## src/rtl/stby_pkg.sv

```systemverilog
package stby_pkg;
  localparam int N_EXT    = 5;   // external wake sources
  localparam int N_EVT    = 7;   // all wake events
  localparam int N_PRV_IN = 6;   // external prevention flags
  localparam int N_RSN    = 9;   // refusal reason bits

  localparam int EV_HOST  = 0;
  localparam int EV_GPIO  = 4;
  localparam int EV_TMR   = 5;
  localparam int EV_PAD   = 6;

  localparam int RS_HPAD  = 6;
  localparam int RS_NOSRC = 7;
  localparam int RS_PEND  = 8;

  typedef enum logic [2:0] {
    ST_ACT, ST_CHK, ST_DEACT, ST_STBY, ST_WRST
  } stby_st_e;
endpackage

```

## src/rtl/stby_wake_evt.sv

```systemverilog
module stby_wake_evt
  import stby_pkg::*;
(
  input  logic             clk,
  input  logic             rst,
  input  logic [N_EXT-1:0] src_i,
  input  logic [N_EXT-1:0] en_i,
  input  logic             pad_ok_i,
  input  logic             tmr_hit_i,
  output logic [N_EVT-1:0] evt_o
);
  logic gpio_q;

  always_ff @(posedge clk) begin
    if (rst) gpio_q <= 1'b0;
    else     gpio_q <= src_i[EV_GPIO];
  end

  assign evt_o[EV_HOST] = src_i[EV_HOST] & en_i[EV_HOST] & pad_ok_i;

  for (genvar i = 1; i < EV_GPIO; i++) begin : g_lvl
    assign evt_o[i] = src_i[i] & en_i[i];
  end

  assign evt_o[EV_GPIO] = src_i[EV_GPIO] & ~gpio_q & en_i[EV_GPIO];
  assign evt_o[EV_TMR]  = tmr_hit_i;
  assign evt_o[EV_PAD]  = ~pad_ok_i;
endmodule

```

## src/rtl/stby_wtimer.sv

```systemverilog
module stby_wtimer #(
  parameter int TICK_DIV = 15200,
  parameter int TMR_W    = 6
) (
  input  logic             clk,
  input  logic             rst,
  input  logic             run_i,
  input  logic [TMR_W-1:0] match_i,
  output logic             hit_o
);
  localparam int PW = (TICK_DIV > 1) ? $clog2(TICK_DIV) : 1;
  localparam logic [PW-1:0] PRE_LAST = PW'(TICK_DIV - 1);

  logic [PW-1:0]    pre_q;
  logic [TMR_W-1:0] cnt_q;

  always_ff @(posedge clk) begin
    if (rst || !run_i) begin
      pre_q <= '0;
      cnt_q <= '0;
    end else if (pre_q == PRE_LAST) begin
      pre_q <= '0;
      cnt_q <= cnt_q + 1'b1;
    end else begin
      pre_q <= pre_q + 1'b1;
    end
  end

  assign hit_o = run_i && (match_i != '0) && (cnt_q == match_i);

  AST_TMR_IDLE_ZERO: assert property (@(posedge clk) disable iff (rst)
    !run_i |=> (cnt_q == '0));
endmodule

```

## src/rtl/stby_rst_stretch.sv

```systemverilog
module stby_rst_stretch #(
  parameter int NSRC     = 1,
  parameter int RST_HOLD = 2
) (
  input  logic            clk,
  input  logic            rst,
  input  logic [NSRC-1:0] src_i,
  output logic            rst_o
);
  localparam int HW = $clog2(RST_HOLD + 1);

  logic [HW-1:0] hold_q;
  logic          any_src;

  assign any_src = |src_i;

  always_ff @(posedge clk) begin
    if (rst) begin
      hold_q <= '0;
      rst_o  <= 1'b0;
    end else begin
      rst_o <= any_src || (hold_q != '0);
      if (any_src)             hold_q <= HW'(RST_HOLD);
      else if (hold_q != '0)   hold_q <= hold_q - 1'b1;
    end
  end

  AST_RST_WHILE_SRC: assert property (@(posedge clk) disable iff (rst)
    any_src |=> rst_o);
  AST_RST_HOLD_AFTER: assert property (@(posedge clk) disable iff (rst)
    (!any_src && $past(any_src)) |-> rst_o);
endmodule

```

## src/rtl/stby_seq.sv

```systemverilog
module stby_seq
  import stby_pkg::*;
#(
  parameter int TICK_DIV = 15200,
  parameter int TMR_W    = 6,
  parameter int RST_HOLD = 2
) (
  input  logic                clk,
  input  logic                rst,
  input  logic                req_i,
  input  logic [N_PRV_IN-1:0] prev_i,
  input  logic [N_EXT-1:0]    wake_src_i,
  input  logic [N_EXT-1:0]    wake_en_i,
  input  logic                pad_ok_i,
  input  logic [TMR_W-1:0]    tmr_match_i,
  input  logic                deact_ack_i,
  input  logic [N_EVT-1:0]    wake_clr_i,
  output logic                standby_o,
  output logic                deact_req_o,
  output logic                sys_rst_o,
  output logic [N_RSN-1:0]    prev_rsn_o,
  output logic [N_EVT-1:0]    wake_rsn_o
);
  stby_st_e          st_q;
  logic [N_EVT-1:0]  evt;
  logic [N_RSN-1:0]  rsn;
  logic [N_EVT-1:0]  wake_q;
  logic [N_RSN-1:0]  prev_q;
  logic              tmr_hit;
  logic              in_stby;
  logic              wrst_src;

  assign in_stby  = (st_q == ST_STBY);
  assign wrst_src = (st_q == ST_WRST);

  stby_wtimer #(.TICK_DIV(TICK_DIV), .TMR_W(TMR_W)) u_tmr (
    .clk(clk), .rst(rst), .run_i(in_stby), .match_i(tmr_match_i), .hit_o(tmr_hit)
  );

  stby_wake_evt u_evt (
    .clk(clk), .rst(rst), .src_i(wake_src_i), .en_i(wake_en_i),
    .pad_ok_i(pad_ok_i), .tmr_hit_i(tmr_hit), .evt_o(evt)
  );

  stby_rst_stretch #(.NSRC(1), .RST_HOLD(RST_HOLD)) u_rst (
    .clk(clk), .rst(rst), .src_i(wrst_src), .rst_o(sys_rst_o)
  );

  // refusal reasons evaluated in the check state
  always_comb begin
    rsn = '0;
    rsn[N_PRV_IN-1:0] = prev_i;
    rsn[RS_HPAD]  = wake_en_i[EV_HOST] & ~pad_ok_i;
    rsn[RS_NOSRC] = (wake_en_i == '0) && (tmr_match_i == '0);
    rsn[RS_PEND]  = |evt;
  end

  always_ff @(posedge clk) begin
    if (rst) begin
      st_q   <= ST_ACT;
      prev_q <= '0;
    end else begin
      case (st_q)
        ST_ACT:   if (req_i) st_q <= ST_CHK;
        ST_CHK: begin
          prev_q <= rsn;
          st_q   <= (|rsn) ? ST_ACT : ST_DEACT;
        end
        ST_DEACT: begin
          if (|evt)             st_q <= ST_ACT;
          else if (deact_ack_i) st_q <= ST_STBY;
        end
        ST_STBY:  if (|evt) st_q <= ST_WRST;
        ST_WRST:  st_q <= ST_ACT;
        default:  st_q <= ST_ACT;
      endcase
    end
  end

  always_ff @(posedge clk) begin
    if (rst) wake_q <= '0;
    else     wake_q <= (wake_q & ~wake_clr_i) | (in_stby ? evt : '0);
  end

  assign standby_o   = in_stby;
  assign deact_req_o = (st_q == ST_DEACT);
  assign prev_rsn_o  = prev_q;
  assign wake_rsn_o  = wake_q;

  AST_STBY_AFTER_ACK: assert property (@(posedge clk) disable iff (rst)
    $rose(standby_o) |-> ($past(deact_ack_i) && $past(deact_req_o)));
  AST_RST_ONLY_FROM_STBY: assert property (@(posedge clk) disable iff (rst)
    $rose(sys_rst_o) |-> $past(standby_o, 2));
  AST_WAKE_STICKY: assert property (@(posedge clk) disable iff (rst)
    (wake_clr_i == '0) |=> ((wake_rsn_o & $past(wake_rsn_o)) == $past(wake_rsn_o)));
  AST_NO_STBY_ON_REFUSE: assert property (@(posedge clk) disable iff (rst)
    ((st_q == ST_CHK) && (|prev_i)) |=> !deact_req_o);
endmodule

```

## config.mk

```make
export PLATFORM = sky130hd
export DESIGN_NAME = stby_seq
export DESIGN_NICKNAME = d
export VERILOG_FILES = /design/src/rtl/stby_pkg.sv /design/src/rtl/stby_wake_evt.sv /design/src/rtl/stby_wtimer.sv /design/src/rtl/stby_rst_stretch.sv /design/src/rtl/stby_seq.sv
export SDC_FILE = /design/constraint.sdc
export NUM_CORES = 1
export LEC_CHECK = 0
export BUFFER_PORTS_ARGS = -buffer_cell sky130_fd_sc_hd__buf_2
export CAP_MARGIN = 25
export CORE_UTILIZATION = 30
export CTS_CLUSTER_DIAMETER = 80
export DETAILED_ROUTE_END_ITERATION = 6
export GPL_ROUTABILITY_DRIVEN = 0
export MAX_ROUTING_LAYER = met4
export PLACE_DENSITY_LB_ADDON = 0.15
export SLEW_MARGIN = 5
export SYNTH_ARGS = -nofsm -noshare
export SYNTH_HDL_FRONTEND = slang
export SYNTH_HIERARCHICAL = 1
export SYNTH_SLANG_ARGS = --single-unit
```

## constraint.sdc

```tcl
create_clock -name clk -period 4.7 [get_ports clk]
set_clock_uncertainty 0.05 [all_clocks]
set_input_delay 0.235 -clock clk [delete_from_list [all_inputs] [get_ports clk]]
set_output_delay 0.235 -clock clk [all_outputs]
set_load 0.05 [all_outputs]
```

# Word-level counts from Yosys, hierarchy flattened
# Cells that the tools add are included.
[op_classes]
n_addsub = 3
mux = 9
reduce_logical = 17
eq_ne = 9
bitwise_logic = 13
[ops]
columns = ["operator", "count"]
rows = [
  ["$reduce_or 15->1", 1],
  ["$add 14x1->14 const B", 1],
  ["$eq 14x14->1 const B", 1],
  ["$mux 3", 4],
  ["$pmux 3 s4", 1],
  ["$and 1x1->1", 8],
  ["$and 7x7->7", 1],
  ["$mux 7", 1],
  ["$not 7->7", 1],
  ["$or 7x7->7", 1],
  ["$reduce_or 7->1", 1],
  ["$add 6x1->6 const B", 1],
  ["$eq 3x2->1 const B", 2],
  ["$eq 6x6->1", 1],
  ["$logic_not 6->1", 1],
  ["$mux 2", 3],
  ["$reduce_bool 6->1", 1],
  ["$logic_not 5->1", 1],
  ["$ne 2x2->1 const B", 2],
  ["$reduce_bool 2->1", 2],
  ["$reduce_or 2->1", 2],
  ["$eq 3x1->1 const B", 1],
  ["$eq 3x3->1 const B", 1],
  ["$logic_and 1x1->1", 3],
  ["other kinds (7)", 9],
]
[totals]
out_inout_bits = 19
word_cells = 60
ff_bits = 43

# Logic depth before layout (Yosys ltp)
# Gate-level depths: netlist (run 1).
[logic_depth]
word_depth = 6
depth_mapped = 9

# By module
# The synthesis (run 1) kept the hierarchy.
[by_module_without_submodules]
columns = ["mod", "cells_each", "instances", "area_per_inst_um2"]
rows = [
  ["stby_wtimer", 109, 1, 978.4],
  ["stby_seq", 84, 1, 804.5],
  ["stby_rst_stretch", 8, 1, 92.6],
  ["stby_wake_evt", 9, 1, 71.3],
]

# Least setup slack after synthesis (run 1)
# Ideal clock, no wire load.
[synth_timing]
kind = "register to register"
startpoint = "register st_q[1]"
endpoint = "register u_tmr.pre_q[10]"
t_arrival_ns = 1.698
required_ns = 4.586
period_less_slack_ns = 1.812
path_slack_ns = 2.888
stages_incl_launch_ff = 9
cell_sequence = "dfxtp_1 -> nor2b_1 -> and2_1 -> buf_2 -> nand2b_1 -> clkbuf_1 -> nand2b_1 -> buf_2 -> nor2_1"
[synth_via]
elab_chain_len = 4
[synth_rtl]
columns = ["element", "line_no", "rtl"]
rows = [
  ["from (decl)", "stby_seq.sv:24", "stby_st_e st_q;"],
  ["from (signal assigned)", "stby_seq.sv:67", "st_q <= (|rsn) ? ST_ACT : ST_DEACT;"],
  ["$eq 3x2->1", "stby_seq.sv:33", "assign in_stby = (st_q == ST_STBY);"],
  ["named net standby_o", "stby_seq.sv:18", "output logic standby_o,"],
  ["$logic_not 1->1", "stby_wtimer.sv:18", "if (rst || !run_i) begin"],
  ["$logic_or 1x1->1", "stby_wtimer.sv:18", ""],
  ["$reduce_or 2->1 (no source line)", "--", ""],
  ["to (signal assigned)", "stby_wtimer.sv:25", "pre_q <= pre_q + 1'b1;"],
  ["to (decl)", "stby_wtimer.sv:14", "logic [PW-1:0] pre_q;"],
]
# The timed path passes the listed nets, and every way through them passes these cells.
# A chain may end at the register's enable or synchronous reset.

# Worst setup path after layout (run 1)
[layout_timing]
startpoint = "register st_q[1]"
endpoint = "register u_tmr.pre_q[7]"
[layout_via]
elab_chain_len = 4
[layout_rtl]
columns = ["element", "line_no"]
rows = [
  ["$eq 3x2->1", "stby_seq.sv:33"],
  ["$logic_not 1->1", "stby_wtimer.sv:18"],
  ["$logic_or 1x1->1", "stby_wtimer.sv:18"],
  ["$reduce_or 2->1 (no source line)", "--"],
]
# Every way passes these cells.

==> flow_metrics.py, run 1 <==
metrics = {
    "run_status": {
        "status": "finished clean",
    },
    "min_path": {
        "hold_path.class": "in -> reg",
        "hold_depth": 2,
        "hold-path-endpoint": "u_evt/gpio_q",
        "min_from": "wake_src_i[4]",
    },
    "final_layout": {
        "diodes": 0,
        "fill_cells": 632,
        "layout.cells.non_filler": 337,
        "drive_gt1_share_pct": 27.1,
        "layout_commonest_cell": "buf_2",
        "design_area_sq_um": 2380,
        "fin_nets": 297,
        "seq_area_sq_um": 861,
        "area_growth_pct": 22.5,
        "most-common-layout-cells": "buf_2, dfxtp_1, nor2_1",
        "multi_input_area_sq_um": 1040,
    },
    "clocking": {
        "clk_pin_slew_ns": 0.09,
        "post_cts_buffers": 0,
        "htree_levels": 2,
        "clock-sinks": 43,
        "postCtsHoldBufs": 0,
        "clock_latency_ns": 0.29,
        "cts_tree": "yes",
        "cts_buffer_depth": 2,
        "cts_root_buf": "clkbuf_8",
        "cts_made_buffers": 5,
        "cts_resized": 0,
    },
    "route": {
        "vias": 1574,
        "wl_um": 4070,
        "antenna_left": 0,
        "drt_iter0_drc": 67,
        "viasPerCell": 4.67,
        "avgRoutedWirePerCell_um": 12.1,
        "first_pass_iters": 4,
        "drc": 0,
    },
    "critical_path": {
        "cp-startpoint": "st_q[1]",
        "required_ns": 4.87,
        "cp.arrival_ns": 2.26,
        "rr_endpoint": "u_tmr/pre_q[7]",
        "r2r-start": "st_q[1]",
        "critPathCaptureType": "flip-flop",
        "rrSetupSlack_ns": 2.61,
        "r2r_cells": 5,
        "start_kind": "flip-flop",
        "critPathKind": "reg -> reg",
        "crit_fanout": 12,
    },
    "job": {
        "drv_cap": 0,
    },
    "pwr": {
        "ir_worst_vdd_mv": 0.132,
        "finalPower_uw": 723,
        "p_per_area_nw_per_um2": 303,
        "power.static_leakage_nw": 0.969,
    },
    "logic_synthesis": {
        "synth_edf_count": 0,
        "netlist-cell-type-count": 38,
        "ys_seq_area_share_pct": 44.2,
        "synth_seq_cells": 43,
        "syn_area_sq_um": 1950,
        "avgSynthCellArea_sq_um": 9.27,
        "synthCells": 210,
        "syn_nets": 246,
        "synthArstFlopShare_pct": 0,
        "synth-main-ff-cell": "dfxtp_1",
        "synth_warnings": 6,
    },
    "placed_design": {
        "dp.cells": 329,
        "dpl.hpwl_um": 2990,
        "place_area_sq_um": 2270,
        "io_buffers": 52,
    },
    "global_route": {
        "track_usage_pct": 13.1,
        "antenna_found_initial": 0,
        "grt_overflow": 0,
        "grt_pass1_vias": 1450,
        "grt_start_max_net_pins": 25,
        "grt_pass1_wl_um": 6560,
    },
    "sta": {
        "worstMarginPinSlew_ns": 0.915,
        "setup_viol": 0,
        "period_share_pct": 44.4,
        "rsz0062_at_grt": "false",
        "hold_slack_ns": 0.110,
        "period_needed_ns": 2.09,
        "tns_ns": 0,
        "slew_viol_final": 0,
        "hold_viol_final": 0,
        "slew_headroom_pct": 38.7,
        "max_freq_ghz": 0.479,
    },
    "die": {
        "core.rowCount": 28,
        "start_util_pct": 31.9,
        "io_pins": 53,
        "dieWidth_um": 82.6,
        "die_y_um": 82.6,
        "die-area_sq_um": 6820,
        "coreArea_sq_um": 6100,
    },
}
metrics by stage:
| stage | util (%) | worst slack (ns) |
|---|---|---|
| finish | 39.1 | 2.61 |
| global route | 39.1 | 2.38 |
| CTS | 39.1 | 2.55 |
| detailed placement | 37.2 | 2.60 |
| global placement | 37.2 | 2.70 |
| floorplan | - | 2.89 |
worst max path at each step:
stage	endpoint	slack [ns]	depth (start not counted)
floorplan	u_tmr/pre_q[10]	2.89	8
global placement	st_q[1]	2.70	6
detailed placement	u_tmr/pre_q[11]	2.60	5
CTS	u_tmr/pre_q[7]	2.55	5
global route	u_tmr/pre_q[5]	2.38	5
finish	u_tmr/pre_q[7]	2.61	5
worst max-delay path: stages, from the launching register on:
cell and delay, ns:
dfxtp_1 0.39, nor2b_1 0.23, and2_1 0.43, nand2b_1 0.29
nand2b_1 0.43, nor2_1 0.19
routing by layer:
| layer | vias up | share of wire [%] | track usage [%] |
|---|---|---|---|
| met3 | 6 | 6.5 | 3.85 |
| li1 | 841 | - | - |
| met5 | - | 0 | - |
| met4 | 0 | 1.3 | 4.14 |
| met1 | 685 | 49 | 15.6 |
| met2 | 42 | 44 | 21.3 |
cells by family (layout without fill, tap and decap cells):
kind of cell             after synthesis  in the layout  synth area share [%]
AO/OA/AOI/OAI                         25             25                  7.33
flip-flops                            43             43                  44.2
multiplexers                           7              7                  3.60
buffers and inverters                 11             63                  2.57
XOR/XNOR                              17             17                  7.65
adder cells (fa/ha/maj)                2              2                  1.29
AND/OR/NAND/NOR                      105            105                  33.4
state kept, by name (all words and copies together) (netlist names):
| name | count |
|---|---|
| wake_rsn_o | 7 |
| u_tmr/cnt_q | 6 |
| u_rst/hold_q | 2 |
| prev_rsn_o | 9 |
| u_evt/gpio_q | 1 |
| st_q | 3 |
| u_tmr/pre_q | 14 |
| u_rst/rst_o | 1 |
synth_stat cells (4+ instances only):
| library cell | count | area, sq um |
|---|---|---|
| dfxtp_1 | 43 | 861 |
| nor2_1 | 32 | 120 |
| a21oi_1 | 16 | 80.1 |
| xor2_1 | 14 | 123 |
| nor2b_1 | 10 | 62.6 |
| mux2i_1 | 7 | 70.1 |
| nand3_1 | 7 | 35.0 |
| and4_1 | 6 | 52.6 |
| nand2_1 | 6 | 22.5 |
| nand4_1 | 6 | 37.5 |
| and2_1 | 5 | 31.3 |
| nand2b_1 | 5 | 31.3 |
| o21ai_0 | 5 | 25.0 |
| buf_2 | 4 | 20.0 |
| nor3b_1 | 4 | 30.0 |
| nor4_1 | 4 | 25.0 |
| or3_1 | 4 | 25.0 |
power by group:
| group | total [mW] | switching (mW) | internal (mW) | leakage, nW |
|---|---|---|---|---|
| clock network | 0.297 | 0.125 | 0.172 | 0.0612 |
| logic | 0.0552 | 0.0329 | 0.0223 | 0.560 |
| registers | 0.371 | 0.00237 | 0.368 | 0.348 |
| total | 0.723 | 0.160 | 0.563 | 0.969 |
cell type report:
cell class | count | share of cell area [%]
multi-input cells | 156 | 43.7
flip-flops and latches | 43 | 36.1
repair buffers | 52 | 10.9
well taps | 75 | 3.93
clock buffers | 6 | 3.46
clock inverters | 2 | 1.47
inverters | 3 | 0.472
Power figures use the tool's default switching activity.
==> run 2: changes to the inputs <==
- ABC_AREA: not set -> 1
- clock period: 4.7 -> 1.8 ns (I/O delays scaled with it)
==> run 2 against run 1 <==
  * Setup slack worse by 2.4 ns
  * Sequential share of layout area shrank 5.5 points
  * Non-clock buffer count up 17
  * Wire length increased by 24%
  * Critical path depth grew 8
  * Total power rose to 2.7 times the previous value
  * Global-route usage rose by 1.3 points
  * Combinational power grew to 4.3 times the previous value
  * Sequential power grew to 2.6 times the previous value
  * Synthesized area grew 12%
  * Hold slack got worse by 0.022 ns
  * Largest cell class unchanged
==> flow_metrics.py, run 2 <==
metrics = {
    "run_status": {
        "status": "finished clean",
    },
    "route": {
        "wl_um": 5050,
        "drc": 0,
        "drt_iter0_drc": 72,
        "avgRoutedWirePerCell_um": 10.2,
        "first_pass_iters": 5,
        "antenna_left": 0,
        "vias": 2187,
        "viasPerCell": 4.40,
    },
    "global_route": {
        "grt_pass1_vias": 1970,
        "grt_start_max_net_pins": 15,
        "grt_overflow": 0,
        "grt.met1_usage_pct": 19.2,
        "grt-busiest-layer": "met2",
        "antenna_found_initial": 0,
        "grt_pass1_wl_um": 8560,
        "track_usage_pct": 14.4,
        "grtUsageMet3_pct": 2.94,
        "grtUsageMet2_pct": 21.9,
    },
    "final_layout": {
        "fill_cells": 781,
        "largest_register": "u_tmr/pre_q",
        "most-common-layout-cells": "nand2_1, nor2_1, buf_2",
        "area_growth_pct": 29.3,
        "fin_nets": 436,
        "largest_register_ffs": 14,
        "diodes": 0,
        "drive_gt1_share_pct": 22.9,
        "multi_input_area_sq_um": 1080,
        "fin_util_pct": 40.9,
        "seq_area_sq_um": 863,
        "layout_commonest_cell": "nand2_1",
        "design_area_sq_um": 2830,
    },
    "sta": {
        "period_share_pct": 90.5,
        "max_freq_ghz": 0.614,
        "hold_viol_final": 0,
        "slew_viol_final": 0,
        "worstMarginPinSlew_ns": 0.426,
        "slew_headroom_pct": 71.4,
        "setup_viol": 0,
        "period_needed_ns": 1.63,
    },
    "logic_synthesis": {
        "synthCells": 329,
        "syn_nets": 365,
        "ys_seq_area_share_pct": 39.4,
        "synth-main-ff-cell": "dfxtp_1",
        "synthTopCellsByCount": "nand2_1, nor2_1, inv_1, dfxtp_1, nand3_1",
        "syn_area_sq_um": 2190,
        "synth_top_area_cell": "dfxtp_1",
        "ys_top_cells_by_area": "dfxtp_1, nand2_1, nor2_1",
        "netlist-cell-type-count": 29,
        "synthArstFlopShare_pct": 0,
        "synth_edf_count": 0,
        "avgSynthCellArea_sq_um": 6.64,
        "synth_warnings": 6,
        "synth.most_common_cell": "nand2_1",
        "yosysTopAreaCellShare_pct": 39.4,
        "synth_seq_cells": 43,
    },
    "critical_path": {
        "start_kind": "flip-flop",
        "critPathCaptureType": "flip-flop",
        "cp.arrival_ns": 1.82,
        "crit_fanout": 5,
        "critPathKind": "reg -> reg",
        "required_ns": 1.99,
    },
    "clocking": {
        "clock-sinks": 43,
        "cts_made_buffers": 5,
        "cts_root_buf": "clkbuf_8",
        "clock_latency_ns": 0.30,
        "cts_buffer_depth": 2,
        "clk_pin_slew_ns": 0.09,
        "cts_tree": "yes",
        "htree_levels": 2,
    },
    "placed_design": {
        "dpl.hpwl_um": 3780,
        "place_area_sq_um": 2550,
        "io_buffers": 52,
    },
    "min_path": {
        "hold_path.class": "in -> reg",
    },
    "job": {
        "drv_cap": 0,
    },
    "pwr": {
        "power.static_leakage_nw": 1.21,
        "ir_worst_vdd_mv": 0.428,
        "p_per_area_nw_per_um2": 700,
    },
    "die": {
        "die-area_sq_um": 7630,
        "coreArea_sq_um": 6910,
        "start_util_pct": 31.6,
        "io_pins": 53,
        "core.rowCount": 30,
        "dieWidth_um": 87.4,
        "die_y_um": 87.4,
    },
}
## run 2: cell types whose count changed after synthesis, sizes merged, moves of 10 or more
cell,change
nand3,+12
inv,+56
nor2,+33
o21ai,+12
nor2b,-10
nand2,+61
xor2,-11
## run 2: cell type report
type | count | area share, %
clock buffers | 5 | 2.44
inverters | 60 | 7.97
repair buffers | 69 | 15.0
clock inverters | 3 | 1.55
flip-flops and latches | 43 | 30.6
multi-input cells | 221 | 38.3
well taps | 96 | 4.25
## run 2: layer usage
metal | wire (um) | vias to the layer above
met5 | 0 | -
met4 | 70 | 0
met3 | 211 | 5
met2 | 2130 | 42
met1 | 2630 | 968
li1 | - | 1172
## run 2: per-stage QoR
| step | TNS (ns) | total power [mW] | hold slack [ns] | cells | setup WS [ns] |
|---|---|---|---|---|---|
| floorplan | -0.0236 | 1.13 | 0.109 | 329 | -0.0236 |
| global placement | 0 | 1.21 | 0.272 | 475 | 0.159 |
| detailed placement | 0 | 1.21 | 0.271 | 475 | 0.115 |
| CTS | 0 | 2.00 | 0.0863 | 497 | 0.104 |
| global route | -0.0246 | 2.07 | 0.0978 | 497 | -0.0246 |
| finish | 0 | 1.98 | 0.0881 | 497 | 0.172 |
## run 2: what timing repair did
item | CTS | global route
resized for setup | 0 | 6
endpoints found under the hold margin | 14 | 0
endpoints found under the setup margin | 0 | 3
buffers inserted | 0 | 0
hold buffers | 14 | 0
## run 2: critical path: stages (launching register included)
cell,delay [ns]
dfxtp_1,0.34
inv_2,0.09
nand2_2,0.08
nor2_4,0.11
o21ai_1,0.06
nor2_1,0.08
nand3_1,0.09
nor2_2,0.13
nor2_1,0.05
nand3_1,0.11
nor2_4,0.06
o21ai_2,0.07
nand3_1,0.12
a21oi_2,0.13
## run 2: logic make-up after synthesis
group	count (synthesis)	share of synthesized area, %
and+or+nand+nor	170	34.9
buffers and inverters	65	12.0
AOI/OAI and AO/OA	44	10.6
DFF	43	39.4
xor gates and xnor gates	5	2.00
adders and majority gates	2	1.14
## run 2: worst paths after layout
check | from | to | slack, ns | cells after the start
max reg2reg | st_q[2] | st_q[0] | 0.17 | 13
min | pad_ok_i | prev_rsn_o[6] | 0.09 | 4
max | st_q[2] | st_q[0] | 0.17 | 13
min reg2reg | u_tmr/pre_q[0] | u_tmr/pre_q[0] | 0.40 | 1
## run 2: power breakdown
group	internal, mW	switching [mW]	leakage, nW	total, mW
combinational	0.0880	0.148	0.804	0.236
clock	0.413	0.348	0.0581	0.761
sequential	0.970	0.00955	0.349	0.980
total	1.47	0.505	1.21	1.98
